[config.mk]
export PLATFORM = sky130hd
export DESIGN_NAME = branch_resolver
export DESIGN_NICKNAME = d
export VERILOG_FILES = /design/src/rtl/br_pkg.sv /design/src/rtl/br_cond_eval.sv /design/src/rtl/br_target_calc.sv /design/src/rtl/br_loop_ctl.sv /design/src/rtl/branch_resolver.sv
export SDC_FILE = /design/constraint.sdc
export NUM_CORES = 1
export LEC_CHECK = 0
export BUFFER_PORTS_ARGS = -buffer_cell sky130_fd_sc_hd__buf_2
export CELL_PAD_IN_SITES_DETAIL_PLACEMENT = 0
export CELL_PAD_IN_SITES_GLOBAL_PLACEMENT = 1
export CORE_ASPECT_RATIO = 0.75
export CORE_UTILIZATION = 38
export CTS_CLUSTER_DIAMETER = 150
export DETAILED_ROUTE_END_ITERATION = 10
export GPL_TIMING_DRIVEN = 0
export HOLD_SLACK_MARGIN = 0.15
export PLACE_DENSITY = 0.78
export SYNTH_ARGS = -nofsm -noshare
export SYNTH_HDL_FRONTEND = slang
export SYNTH_SLANG_ARGS = --single-unit
[constraint.sdc]
create_clock -name clk -period 5 [get_ports clk]
set_clock_uncertainty 0.1 [all_clocks]
set_input_delay 0.75 -clock clk [delete_from_list [all_inputs] [get_ports clk]]
set_output_delay 0.75 -clock clk [all_outputs]
set_load 0.03 [all_outputs]
[src/rtl/br_pkg.sv]
package br_pkg;
    typedef enum logic [2:0] {
        LOP_NONE  = 3'd0,
        LOP_DEC   = 3'd1,
        LOP_DEC_Z = 3'd2,
        LOP_DEC_NZ= 3'd3,
        LOP_CZERO = 3'd4
    } loop_op_e;

    typedef enum logic [2:0] {
        BT_OV     = 3'd0,
        BT_CY     = 3'd1,
        BT_ZR     = 3'd2,
        BT_CY_ZR  = 3'd3,
        BT_SG     = 3'd4,
        BT_PAR    = 3'd5,
        BT_LT     = 3'd6,
        BT_LE     = 3'd7
    } base_test_e;

    typedef enum logic {
        S_IDLE    = 1'b0,
        S_PRESENT = 1'b1
    } ctl_state_e;

    typedef struct packed {
        logic cf;
        logic zf;
        logic sf;
        logic of;
        logic pf;
    } flags_t;
endpackage

[src/rtl/br_cond_eval.sv]
module br_cond_eval
    import br_pkg::*;
(
    input  logic [3:0] sel,
    input  flags_t     fl,
    output logic       hit
);
    logic       base;
    base_test_e bsel;
    logic       lt_sig;

    assign bsel   = base_test_e'(sel[3:1]);
    assign lt_sig = fl.sf ^ fl.of;

    always_comb begin
        unique case (bsel)
            BT_OV:    base = fl.of;
            BT_CY:    base = fl.cf;
            BT_ZR:    base = fl.zf;
            BT_CY_ZR: base = fl.cf | fl.zf;
            BT_SG:    base = fl.sf;
            BT_PAR:   base = fl.pf;
            BT_LT:    base = lt_sig;
            BT_LE:    base = lt_sig | fl.zf;
            default:  base = 1'b0;
        endcase
    end

    assign hit = base ^ sel[0];
endmodule

[src/rtl/br_target_calc.sv]
module br_target_calc #(
    parameter int IP_W   = 16,
    parameter int LEN_W  = 4,
    parameter int DISP_W = 8
) (
    input  logic [IP_W-1:0]   ip,
    input  logic [LEN_W-1:0]  len,
    input  logic [DISP_W-1:0] disp,
    output logic [IP_W-1:0]   fall_ip,
    output logic [IP_W-1:0]   jump_ip
);
    localparam int EXT_W = IP_W - DISP_W;
    localparam int PAD_W = IP_W - LEN_W;

    logic [IP_W-1:0] disp_ext;
    logic [IP_W-1:0] len_ext;

    generate
        if (EXT_W > 0) begin : g_sext
            assign disp_ext = {{EXT_W{disp[DISP_W-1]}}, disp};
        end else begin : g_trunc
            assign disp_ext = disp[IP_W-1:0];
        end
        if (PAD_W > 0) begin : g_lpad
            assign len_ext = {{PAD_W{1'b0}}, len};
        end else begin : g_lcut
            assign len_ext = len[IP_W-1:0];
        end
    endgenerate

    assign fall_ip = ip + len_ext;
    assign jump_ip = fall_ip + disp_ext;
endmodule

[src/rtl/br_loop_ctl.sv]
module br_loop_ctl
    import br_pkg::*;
#(
    parameter int CNT_W = 16
) (
    input  logic [2:0]       op,
    input  logic             cond_hit,
    input  logic             zf,
    input  logic [CNT_W-1:0] cnt,
    output logic             take,
    output logic             wr,
    output logic [CNT_W-1:0] cnt_nxt
);
    logic [CNT_W-1:0] dec;
    logic             dec_nz;
    logic             cnt_z;

    assign dec    = cnt - CNT_W'(1);
    assign dec_nz = |dec;
    assign cnt_z  = ~|cnt;

    always_comb begin
        take    = 1'b0;
        wr      = 1'b0;
        cnt_nxt = cnt;
        unique case (op)
            LOP_NONE:   take = cond_hit;
            LOP_DEC:    begin wr = 1'b1; cnt_nxt = dec; take = dec_nz; end
            LOP_DEC_Z:  begin wr = 1'b1; cnt_nxt = dec; take = dec_nz & zf; end
            LOP_DEC_NZ: begin wr = 1'b1; cnt_nxt = dec; take = dec_nz & ~zf; end
            LOP_CZERO:  take = cnt_z;
            default:    take = 1'b0;
        endcase
    end
endmodule

[src/rtl/branch_resolver.sv]
module branch_resolver
    import br_pkg::*;
#(
    parameter int IP_W   = 16,
    parameter int LEN_W  = 4,
    parameter int DISP_W = 8,
    parameter int CNT_W  = 16
) (
    input  logic              clk,
    input  logic              rst_n,
    input  logic              in_valid,
    input  logic [3:0]        cond_sel,
    input  logic              flag_cf,
    input  logic              flag_zf,
    input  logic              flag_sf,
    input  logic              flag_of,
    input  logic              flag_pf,
    input  logic [2:0]        loop_op,
    input  logic [IP_W-1:0]   ip_in,
    input  logic [LEN_W-1:0]  insn_len,
    input  logic [DISP_W-1:0] disp,
    input  logic [CNT_W-1:0]  cnt_in,
    output logic              out_valid,
    output logic [IP_W-1:0]   next_ip,
    output logic [CNT_W-1:0]  cnt_out,
    output logic              cnt_we,
    output logic              taken
);
    flags_t           fl;
    logic             c_hit;
    logic [IP_W-1:0]  fall_ip;
    logic [IP_W-1:0]  jump_ip;
    logic             l_take;
    logic             l_wr;
    logic [CNT_W-1:0] l_cnt;
    ctl_state_e       state, state_nxt;

    assign fl = '{cf: flag_cf, zf: flag_zf, sf: flag_sf, of: flag_of, pf: flag_pf};

    br_cond_eval u_cond (
        .sel (cond_sel),
        .fl  (fl),
        .hit (c_hit)
    );

    br_target_calc #(.IP_W(IP_W), .LEN_W(LEN_W), .DISP_W(DISP_W)) u_tgt (
        .ip      (ip_in),
        .len     (insn_len),
        .disp    (disp),
        .fall_ip (fall_ip),
        .jump_ip (jump_ip)
    );

    br_loop_ctl #(.CNT_W(CNT_W)) u_loop (
        .op       (loop_op),
        .cond_hit (c_hit),
        .zf       (flag_zf),
        .cnt      (cnt_in),
        .take     (l_take),
        .wr       (l_wr),
        .cnt_nxt  (l_cnt)
    );

    // Controller: T_ACCEPT on a strobe, T_RETIRE otherwise
    always_comb begin
        unique case (state)
            S_IDLE:    state_nxt = in_valid ? S_PRESENT : S_IDLE;
            S_PRESENT: state_nxt = in_valid ? S_PRESENT : S_IDLE;
            default:   state_nxt = S_IDLE;
        endcase
    end

    always_ff @(posedge clk) begin
        if (!rst_n) state <= S_IDLE;
        else        state <= state_nxt;
    end

    assign out_valid = (state == S_PRESENT);

    // Result registers, loaded on T_ACCEPT
    always_ff @(posedge clk) begin
        if (!rst_n) begin
            next_ip <= '0;
            cnt_out <= '0;
            cnt_we  <= 1'b0;
            taken   <= 1'b0;
        end else if (in_valid) begin
            next_ip <= l_take ? jump_ip : fall_ip;
            cnt_out <= l_cnt;
            cnt_we  <= l_wr;
            taken   <= l_take;
        end
    end


    strobe_lat_chk: assert property (@(posedge clk) disable iff (!rst_n)
        in_valid |=> out_valid);

    no_spur_chk: assert property (@(posedge clk) disable iff (!rst_n)
        !in_valid |=> !out_valid);

    fall_ip_chk: assert property (@(posedge clk) disable iff (!rst_n)
        in_valid |=> (taken || next_ip == $past(fall_ip)));

    loop_nz_chk: assert property (@(posedge clk) disable iff (!rst_n)
        (out_valid && cnt_we && taken) |-> (cnt_out != '0));

    plain_nowr_chk: assert property (@(posedge clk) disable iff (!rst_n)
        (in_valid && loop_op == LOP_NONE) |=> !cnt_we);

    rsvd_chk: assert property (@(posedge clk) disable iff (!rst_n)
        (in_valid && loop_op > LOP_CZERO) |=> (!taken && !cnt_we));

    hold_chk: assert property (@(posedge clk) disable iff (!rst_n)
        !in_valid |=> ($stable(next_ip) && $stable(cnt_out) && $stable(taken) && $stable(cnt_we)));
endmodule

==> results of run 1 <==
## metrics by stage
step	utilization (%)	hold WS, ns	worst slack, ns	cell area (um2)	power, uW
floorplan	-	0.515	0.959	3010	594
global placement	47.7	0.355	0.317	3580	699
CTS	48.9	0.384	0.550	3670	917
detailed placement	47.7	0.366	0.305	3580	702
finish	48.9	0.382	0.518	3670	912
global route	48.9	0.403	0.224	3670	976
## cells in the final DEF (no fill, tap or decap), types with 21 or more instances in the layout
| cell | synthesis | final |
|---|---|---|
| xnor2_1 | 22 | 22 |
| ha_1 | 22 | 22 |
| a21oi_1 | 28 | 28 |
| o21ai_0 | 25 | 25 |
| mux2i_1 | 21 | 21 |
| dfxtp_1 | 35 | 35 |
| nor2_1 | 24 | 24 |
| buf_2 | 0 | 88 |
| nand2_1 | 31 | 31 |
## layer usage
metal,track usage [%],wire length [um],vias to the layer above
met5,0,0,-
met4,2.54,38,0
met3,4.19,378,5
met2,29.3,3170,72
met1,29.0,4400,1340
li1,-,-,1546
## synth_stat cells (all sizes together), types with 2 or more instances
library cell,count,area (um2)
a211oi,2,15.0
a21boi,2,15.0
a21o,4,30.0
a21oi,28,140
a31oi,4,25.0
buf,5,50.1
clkbuf,11,41.3
dfxtp,35,701
fa,2,40.0
ha,22,275
inv,8,30.0
mux2i,21,210
nand2,31,116
nand2b,4,25.0
nand3,12,60.1
nand3b,3,22.5
nand4,4,25.0
nand4b,2,17.5
nor2,24,90.1
nor2b,8,50.1
nor3,10,50.1
nor3b,3,22.5
nor4,8,65.1
nor4b,4,35.0
o211a,15,150
o21a,3,22.5
o21ai,25,125
o21bai,2,15.0
o31ai,5,37.5
o41ai,2,25.0
or3,6,38.8
or4,2,20.0
xnor2,22,193
xor2,15,131
## area by class of cell
class / instances / area [um2] / share of cell area [%]
clock buffers: 5 / 68.8 / 1.88
multi-input cells: 307 / 2190 / 59.7
well taps: 101 / 126 / 3.44
flip-flops and latches: 35 / 701 / 19.1
inverters: 8 / 30.0 / 0.819
clock inverters: 3 / 20.0 / 0.546
plain buffers: 16 / 91.3 / 2.49
repair buffers: 88 / 440 / 12.0
## logic make-up (layout without fill, tap and decap cells)
kind of cell	after synthesis	count (layout)
and+or+nand+nor	126	126
AOI/OAI and AO/OA	99	99
xor gates and xnor gates	37	37
DFF	35	35
adders and majority gates	24	24
buffers and inverters	24	120
muxes	21	21
## path summary, 6_finish.rpt
path | slack (ns) | from | end
setup reg to reg | 4.17 | next_ip[15] | next_ip[15]
hold reg to reg | 0.38 | cnt_out[14] | cnt_out[14]
setup / recovery | 0.52 | ip_in[0] | next_ip[14]
hold / removal | 0.38 | cnt_out[14] | cnt_out[14]
## registers in the layout, indices dropped and copies added (netlist names)
| signal | cells |
|---|---|
| out_valid | 1 |
| taken | 1 |
| cnt_out | 16 |
| next_ip | 16 |
| cnt_we | 1 |
## power by group
part,internal (uW),switching [uW]
clock network,97.1,117
registers,304,14.2
logic,155,225
total,556,356
==> impl_metrics.py, run 1 <==
metrics = {
    "timing": {
        "slew_viol_final": 0,
        "max_slew_margin_pct": 54.8,
        "fin_crit_sh_pct": 89.6,
        "fmax_mhz": 223,
        "max_slew.worst_pin.slew_ns": 0.672,
        "finalCriticalPeriod_ns": 4.48,
        "hold_violations": 0,
        "rsz0062_at_grt": "no",
        "fin_setup_tns_ns": 0,
        "setup_viol_count_final": 0,
    },
    "worst_hold_path": {
        "hold_class": "reg2reg",
        "min_path_cells": 1,
    },
    "worst_setup_path": {
        "worst-path-buf-inv": 1,
        "worstPathRequired_ns": 5.12,
        "critPathLaunchType": "input pin",
        "slowest_stage": "o41ai_1",
        "worstPathArrival_ns": 4.61,
        "max_stage_delay_ns": 0.47,
        "path_delay_family": "compound AO/OA/AOI/OAI gates",
        "crit_path_frequent_cell": "a21oi_1",
        "crit_fanout": 3,
        "worst-path-stages": 16,
        "reg2reg_depth": 2,
        "end_kind": "register",
        "path_cells": "buf_2, ha_1, fa_1, a21o_1, a21oi_1, nor2_1, xor2_1, ha_1, or3_1, a21oi_1, nor4_1, o41ai_1, a21boi_0, o21ai_0, or3b_1, a21oi_1",
        "timing.setup.critical_path_class": "in2reg",
    },
    "clock_network": {
        "insertion_delay_ns": 0.29,
        "cts.clk_slew.worst_paths_ns": 0.07,
        "ctsHoldBuffers": 0,
        "root_buffer": "clkbuf_8",
        "cts-resized-gates": 0,
        "cts_tree": "done",
        "clockBufferDepth": 2,
        "cts.sinks": 35,
        "cts_made_buffers": 5,
        "cts_setup_buffers": 0,
        "htreeDepth": 2,
    },
    "die": {
        "start_util_pct": 40.2,
        "core-area_mm2": 0.00750,
        "ios": 94,
        "die_height_um": 79.1,
        "die_x_um": 105,
        "rows": 27,
        "die_area_mm2": 0.00829,
    },
    "status": {
        "status": "finished clean",
    },
    "logic_synthesis": {
        "synthCells": 366,
        "ys_seq_area_share_pct": 23.3,
        "yosys-mux-area-fraction_pct": 6.98,
        "yosysWarnings": 0,
        "synth_top_family_by_area": "simple AND/OR/NAND/NOR gates",
        "syn_area_mm2": 0.00301,
        "async_flop_share_pct": 0,
        "synth-simple-area-share_pct": 22.5,
        "synth_cell_type_count": 52,
        "synth_nets": 449,
        "synth-compound-area-share_pct": 22.1,
        "synth_edf_count": 0,
        "ys.flop_type": "dfxtp_1",
        "syn_area_per_cell_um2": 8.23,
        "synthAdderAreaFrac_pct": 10.5,
        "synth-seq-cells": 35,
        "synth-xor-area-share_pct": 10.8,
    },
    "layout": {
        "nFillCells": 780,
        "drive_gt1_share_pct": 22.9,
        "syn_to_final_growth_pct": 21.8,
        "antennaDiodeCount": 0,
        "nets": 544,
        "stdcell_count": 563,
    },
    "global_route": {
        "grtUsageTotal_pct": 19.5,
        "grt_overflow": 0,
        "grt_pass1_wl_mm": 13.0,
        "antenna_found_initial": 0,
        "grt_pass1_vias": 2680,
        "grt_max_degree": 16,
    },
    "power": {
        "ir_drop_mv": 0.117,
        "p_leak_uw": 0.00174,
        "power.density_mw_per_mm2": 249,
    },
    "detailed_routing": {
        "wire_per_inst_um": 14.2,
        "first_pass_iters": 4,
        "totalWireLength_mm": 7.99,
        "vias": 2963,
        "ant_nets": 0,
        "drcViolationCount": 0,
        "drt_iter0_markers": 119,
        "vias_per_cell": 5.26,
    },
    "placed_design": {
        "portBuffers": 88,
        "dp.cells": 555,
        "gp_congestion": 0.810,
        "hpwl_mm": 6.36,
    },
    "job": {
        "drv_cap": 0,
    },
}
Power figures use the tool's default switching activity.
==> run 2, diff against run 1 <==
CORE_MARGIN = 5   (was unset)
==> run 2 against run 1 <==
- register-to-register slack hardly changed
- combinational power hardly changed
- cell count is 0.71% higher
- sequential power hardly changed
- clock power hardly changed
- non-clock buffer count stayed put
- design area is 0.24% higher
- wire length is 6.8% higher
- flip-flop and latch count stayed put
- setup slack better by 0.0017 ns
- via count is 1.2% higher
- core utilization is 1.8 points lower
==> impl_metrics.py, run 2 (synthesized netlist as in run 1, its figures left out) <==
metrics = {
    "worst_setup_path": {
        "worstPathRequired_ns": 5.12,
        "worstPathArrival_ns": 4.60,
        "reg2reg_slack_ns": 4.17,
        "r2r-start": "next_ip[15]",
        "end_kind": "register",
        "r2r-end": "next_ip[15]",
        "crit_fanout": 3,
        "timing.setup.critical_path_class": "in2reg",
        "critPathLaunchType": "input pin",
        "reg2reg_depth": 2,
    },
    "detailed_routing": {
        "drt_iter0_markers": 132,
        "dr.max_layer_used": "met4",
        "totalWireLength_mm": 8.53,
        "wl_met2_mm": 3.53,
        "drcViolationCount": 0,
        "routedLengthMet1_mm": 4.51,
        "wl_met3_um": 430,
        "first_pass_iters": 4,
        "vias_per_cell": 5.29,
        "wire_per_inst_um": 15.1,
        "vias": 3000,
        "ant_nets": 0,
    },
    "layout": {
        "antennaDiodeCount": 0,
        "nets": 544,
        "seq_area_um2": 701,
        "most-common-layout-cells": "buf_2 (88), dfxtp_1 (35), nand2_1 (31), a21oi_1 (28), o21ai_0 (25)",
        "nFillCells": 815,
        "largest_registers": "cnt_out: 16 flops, next_ip: 16 flops",
        "syn_to_final_growth_pct": 22.1,
        "multi_input_area_mm2": 0.00219,
        "drive_gt1_share_pct": 22.9,
        "final_common_cell": "buf_2",
    },
    "global_route": {
        "grt_max_degree": 16,
        "grt_pass1_vias": 2862,
        "grtUsageTotal_pct": 17.2,
        "antenna_found_initial": 0,
        "grt_pass1_wl_mm": 13.8,
        "grt_overflow": 0,
    },
    "power": {
        "power.density_mw_per_mm2": 249,
        "p_leak_uw": 0.00174,
        "ir_drop_mv": 0.124,
        "power_uw": 914,
    },
    "worst_hold_path": {
        "hold_start": "cnt_out[13]",
        "min_path_cells": 1,
        "hold_class": "reg2reg",
        "hold_end": "cnt_out[13]",
    },
    "placed_design": {
        "gp_congestion": 0.828,
        "portBuffers": 88,
        "hpwl_mm": 6.95,
        "dp_slack_ns": 0.277,
    },
    "clock_network": {
        "root_buffer": "clkbuf_8",
        "cts.clk_slew.worst_paths_ns": 0.08,
        "ctsHoldBuffers": 0,
        "cts_tree": "done",
        "cts_setup_buffers": 0,
        "clockBufferDepth": 2,
        "cts.sinks": 35,
        "cts-resized-gates": 0,
        "htreeDepth": 2,
        "insertion_delay_ns": 0.28,
        "cts_made_buffers": 5,
    },
    "die": {
        "core-area_mm2": 0.00781,
        "die_area_mm2": 0.00983,
        "start_util_pct": 38.6,
        "die_height_um": 87.1,
        "ios": 94,
        "rows": 28,
        "die_x_um": 113,
    },
    "status": {
        "status": "finished clean",
    },
    "timing": {
        "fin_crit_sh_pct": 89.6,
        "max_slew_margin_pct": 51.3,
        "max_slew.worst_pin.slew_ns": 0.713,
        "setup_viol_count_final": 0,
        "hold_violations": 0,
        "slew_viol_final": 0,
        "rsz0062_at_grt": "no",
        "fmax_mhz": 223,
        "finalCriticalPeriod_ns": 4.48,
        "setup_ws_ns": 0.519,
        "fin_setup_tns_ns": 0,
    },
    "job": {
        "drv_cap": 0,
    },
}
==> run 2: cell count changes in the layout (fill, tap and decap cells not counted) <==
| cell | before | now |
|---|---|---|
| clkinv_2 | 1 | 0 |
| inv_6 | 0 | 1 |
==> run 2: worst max-delay path by stage <==
stage	end	start	slack, ns
3_5_place_dp	next_ip[14]	ip_in[0]	0.28
4_1_cts	next_ip[14]	ip_in[0]	0.54
6_report	next_ip[14]	ip_in[0]	0.52
2_1_floorplan	next_ip[14]	ip_in[0]	0.96
3_3_place_gp	next_ip[14]	ip_in[0]	0.32
5_1_grt	next_ip[14]	ip_in[0]	0.25
==> run 2: per-stage QoR <==
step / cell area, um2 / instances / util, % / hold slack (ns)
floorplan: 3010 / 366 / - / 0.515
global placement: 3580 / 559 / 45.9 / 0.356
detailed placement: 3580 / 559 / 45.9 / 0.366
CTS: 3680 / 567 / 47.1 / 0.383
global route: 3680 / 567 / 47.1 / 0.397
finish: 3680 / 567 / 47.1 / 0.380
==> run 2: worst max-delay path, cell delays in order <==
cell	delay (ns)
buf_2	0.10
ha_1	0.21
fa_1	0.41
a21o_1	0.18
a21oi_1	0.35
nor2_1	0.13
xor2_1	0.18
ha_1	0.22
or3_1	0.35
a21oi_1	0.27
nor4_1	0.16
o41ai_1	0.48
a21boi_0	0.19
o21ai_0	0.15
or3b_1	0.35
a21oi_1	0.12
==> run 2: final cells by class <==
type | count | share of cell area, %
buffer | 16 | 2.48
multi-input combinational | 307 | 59.6
timing repair buffer | 88 | 12.0
inverter | 8 | 0.817
tap | 105 | 3.57
clock buffer | 5 | 1.87
sequential | 35 | 19.1
clock inverter | 3 | 0.646
==> run 2: metal layers <==
| metal | GRT usage (%) | vias up |
|---|---|---|
| met2 | 26.0 | 70 |
| li1 | - | 1546 |
| met1 | 25.2 | 1377 |
| met5 | 0 | - |
| met4 | 3.38 | 0 |
| met3 | 3.75 | 7 |
==> run 2: where the power goes <==
part           leakage (uW)  switching (uW)  internal [uW]
logic               0.00141             226            155
clock network     0.0000408             116           99.7
registers          0.000291            13.6            304
==> run 3, diff against run 2 <==
GPL_TIMING_DRIVEN = unset   (was 0)
TNS_END_PERCENT = 1   (was unset)
==> run 3 against run 2 <==
- non-clock buffer count shrank 10
- design area down 1.4%
- core utilization down 0.66 points
- clock power increased by 4%
- critical path depth unchanged
- flip-flop and latch count unchanged
- cell count down 1.8%
- fmax grew 3.0%
- die area unchanged
- wire length decreased by 5.6%
- setup slack improved by 0.13 ns
- largest cell class unchanged
- highest routed layer unchanged
==> impl_metrics.py, run 3 (synthesized netlist as in run 1, its figures left out) <==
metrics = {
    "status": {
        "status": "finished clean",
    },
    "timing": {
        "fmax_mhz": 230,
        "max_slew_margin_pct": 30.7,
        "fin_hold_ws_ns": 0.378,
        "slew_viol_final": 0,
        "setup_viol_count_final": 0,
        "hold_violations": 0,
        "max_slew.worst_pin.slew_ns": 1.04,
        "rsz0062_at_grt": "no",
        "finalCriticalPeriod_ns": 4.35,
        "fin_crit_sh_pct": 87.0,
        "fin_setup_tns_ns": 0,
    },
    "die": {
        "ios": 94,
        "die_height_um": 87.1,
        "die_area_mm2": 0.00983,
        "die_x_um": 113,
        "rows": 28,
        "core-area_mm2": 0.00781,
        "start_util_pct": 38.6,
    },
    "layout": {
        "stdcell_count": 557,
        "antennaDiodeCount": 0,
        "drive_gt1_share_pct": 24.3,
        "largest_registers": "cnt_out: 16 flops, next_ip: 16 flops",
        "syn_to_final_growth_pct": 20.3,
        "final_common_cell": "buf_2",
        "most-common-layout-cells": "buf_2 (93), dfxtp_1 (35), nand2_1 (31), a21oi_1 (28), o21ai_0 (25)",
        "nets": 534,
    },
    "power": {
        "switchingPower_uw": 359,
        "power.density_mw_per_mm2": 252,
        "p_int_uw": 553,
        "switching_share_pct": 39.4,
        "seq_power_share_pct": 34.7,
        "ir_drop_mv": 0.116,
        "p_leak_uw": 0.00173,
        "combPwrFrac_pct": 40.8,
        "pwr-share-clk_pct": 24.5,
    },
    "detailed_routing": {
        "wire_per_inst_um": 14.5,
        "first_pass_iters": 4,
        "drt_iter0_markers": 155,
        "ant_nets": 0,
        "totalWireLength_mm": 8.06,
        "vias": 2914,
        "vias_per_cell": 5.23,
        "drcViolationCount": 0,
    },
    "clock_network": {
        "cts_setup_buffers": 0,
        "cts.clk_slew.worst_paths_ns": 0.08,
        "cts_made_buffers": 5,
        "ctsHoldBuffers": 0,
        "cts_tree": "done",
        "root_buffer": "clkbuf_8",
        "htreeDepth": 2,
        "insertion_delay_ns": 0.30,
        "clockBufferDepth": 2,
        "cts-resized-gates": 0,
        "cts.sinks": 35,
    },
    "global_route": {
        "grt_max_degree": 64,
        "antenna_found_initial": 0,
        "grt_overflow": 0,
        "grtUsageTotal_pct": 16.0,
        "grt_pass1_vias": 2721,
        "grt_pass1_wl_mm": 12.9,
    },
    "worst_setup_path": {
        "timing.setup.critical_path_class": "in2reg",
        "critPathLaunchType": "input pin",
        "crit_fanout": 3,
        "worstPathRequired_ns": 5.13,
        "end_kind": "register",
        "worstPathArrival_ns": 4.48,
    },
    "placed_design": {
        "gp_congestion": 0.819,
        "dp.cells": 549,
        "hpwl_mm": 6.23,
        "portBuffers": 93,
    },
    "job": {
        "drv_cap": 0,
    },
    "worst_hold_path": {
        "hold_class": "reg2reg",
    },
}
-- run 3: cell types whose count changed in the layout (fill, tap and decap cells not counted), sizes merged --
cell	delta
clkbuf	-11
clkinvlp	-1
clkinv	+2
inv	-1
buf	+1
-- run 3: per-layer routing --
metal	wire length [um]	GRT usage, %
met3	438	3.96
met2	3280	24.1
met1	4280	23.2
met4	63	2.95
met5	0	0
-- run 3: worst paths after layout --
path,from,to,slack [ns],cells after the start
setup reg to reg,next_ip[15],next_ip[15],4.17,2
hold / removal,cnt_out[13],cnt_out[13],0.38,1
hold reg to reg,cnt_out[13],cnt_out[13],0.38,1
setup / recovery,ip_in[0],next_ip[14],0.65,16
-- run 3: cell type report --
cell class / instances / area (um2)
Inverter: 8 / 30.0
Clock buffer: 5 / 68.8
Fill cell: 811 / 4190
Multi-Input combinational cell: 307 / 2200
Clock inverter: 3 / 25.0
Sequential cell: 35 / 701
Tap cell: 105 / 131
Timing Repair Buffer: 94 / 473
-- run 3: critical path: stages --
cell and delay, ns:
buf_2 0.10, ha_1 0.21, fa_1 0.41, a21o_1 0.17, a21oi_1 0.28, nor2_1 0.12
xor2_1 0.17, ha_1 0.21, or3_1 0.36, a21oi_1 0.27, nor4_1 0.14, o41ai_1 0.44
a21boi_0 0.18, o21ai_0 0.19, or3b_1 0.36, a21oi_1 0.12
-- run 3: power groups by stage --
stage                     Combinational, uW  Sequential, uW  Clock (uW)
after floorplan                         222             372           0
after global placement                  368             322           0
after detailed placement                372             322           0
after CTS                               375             316         230
after global routing                    412             320         243
final                                   373             316         224
-- run 3: metrics by stage --
| step | area (um2) | power [uW] | util [%] | setup slack, ns |
|---|---|---|---|---|
| 5_1_grt | 3630 | 975 | 46.4 | 0.474 |
| 6_report | 3630 | 913 | 46.4 | 0.651 |
| 2_1_floorplan | 3010 | 594 | - | 0.959 |
| 3_5_place_dp | 3530 | 695 | 45.2 | 0.457 |
| 3_3_place_gp | 3530 | 690 | 45.2 | 0.530 |
| 4_1_cts | 3630 | 920 | 46.4 | 0.737 |
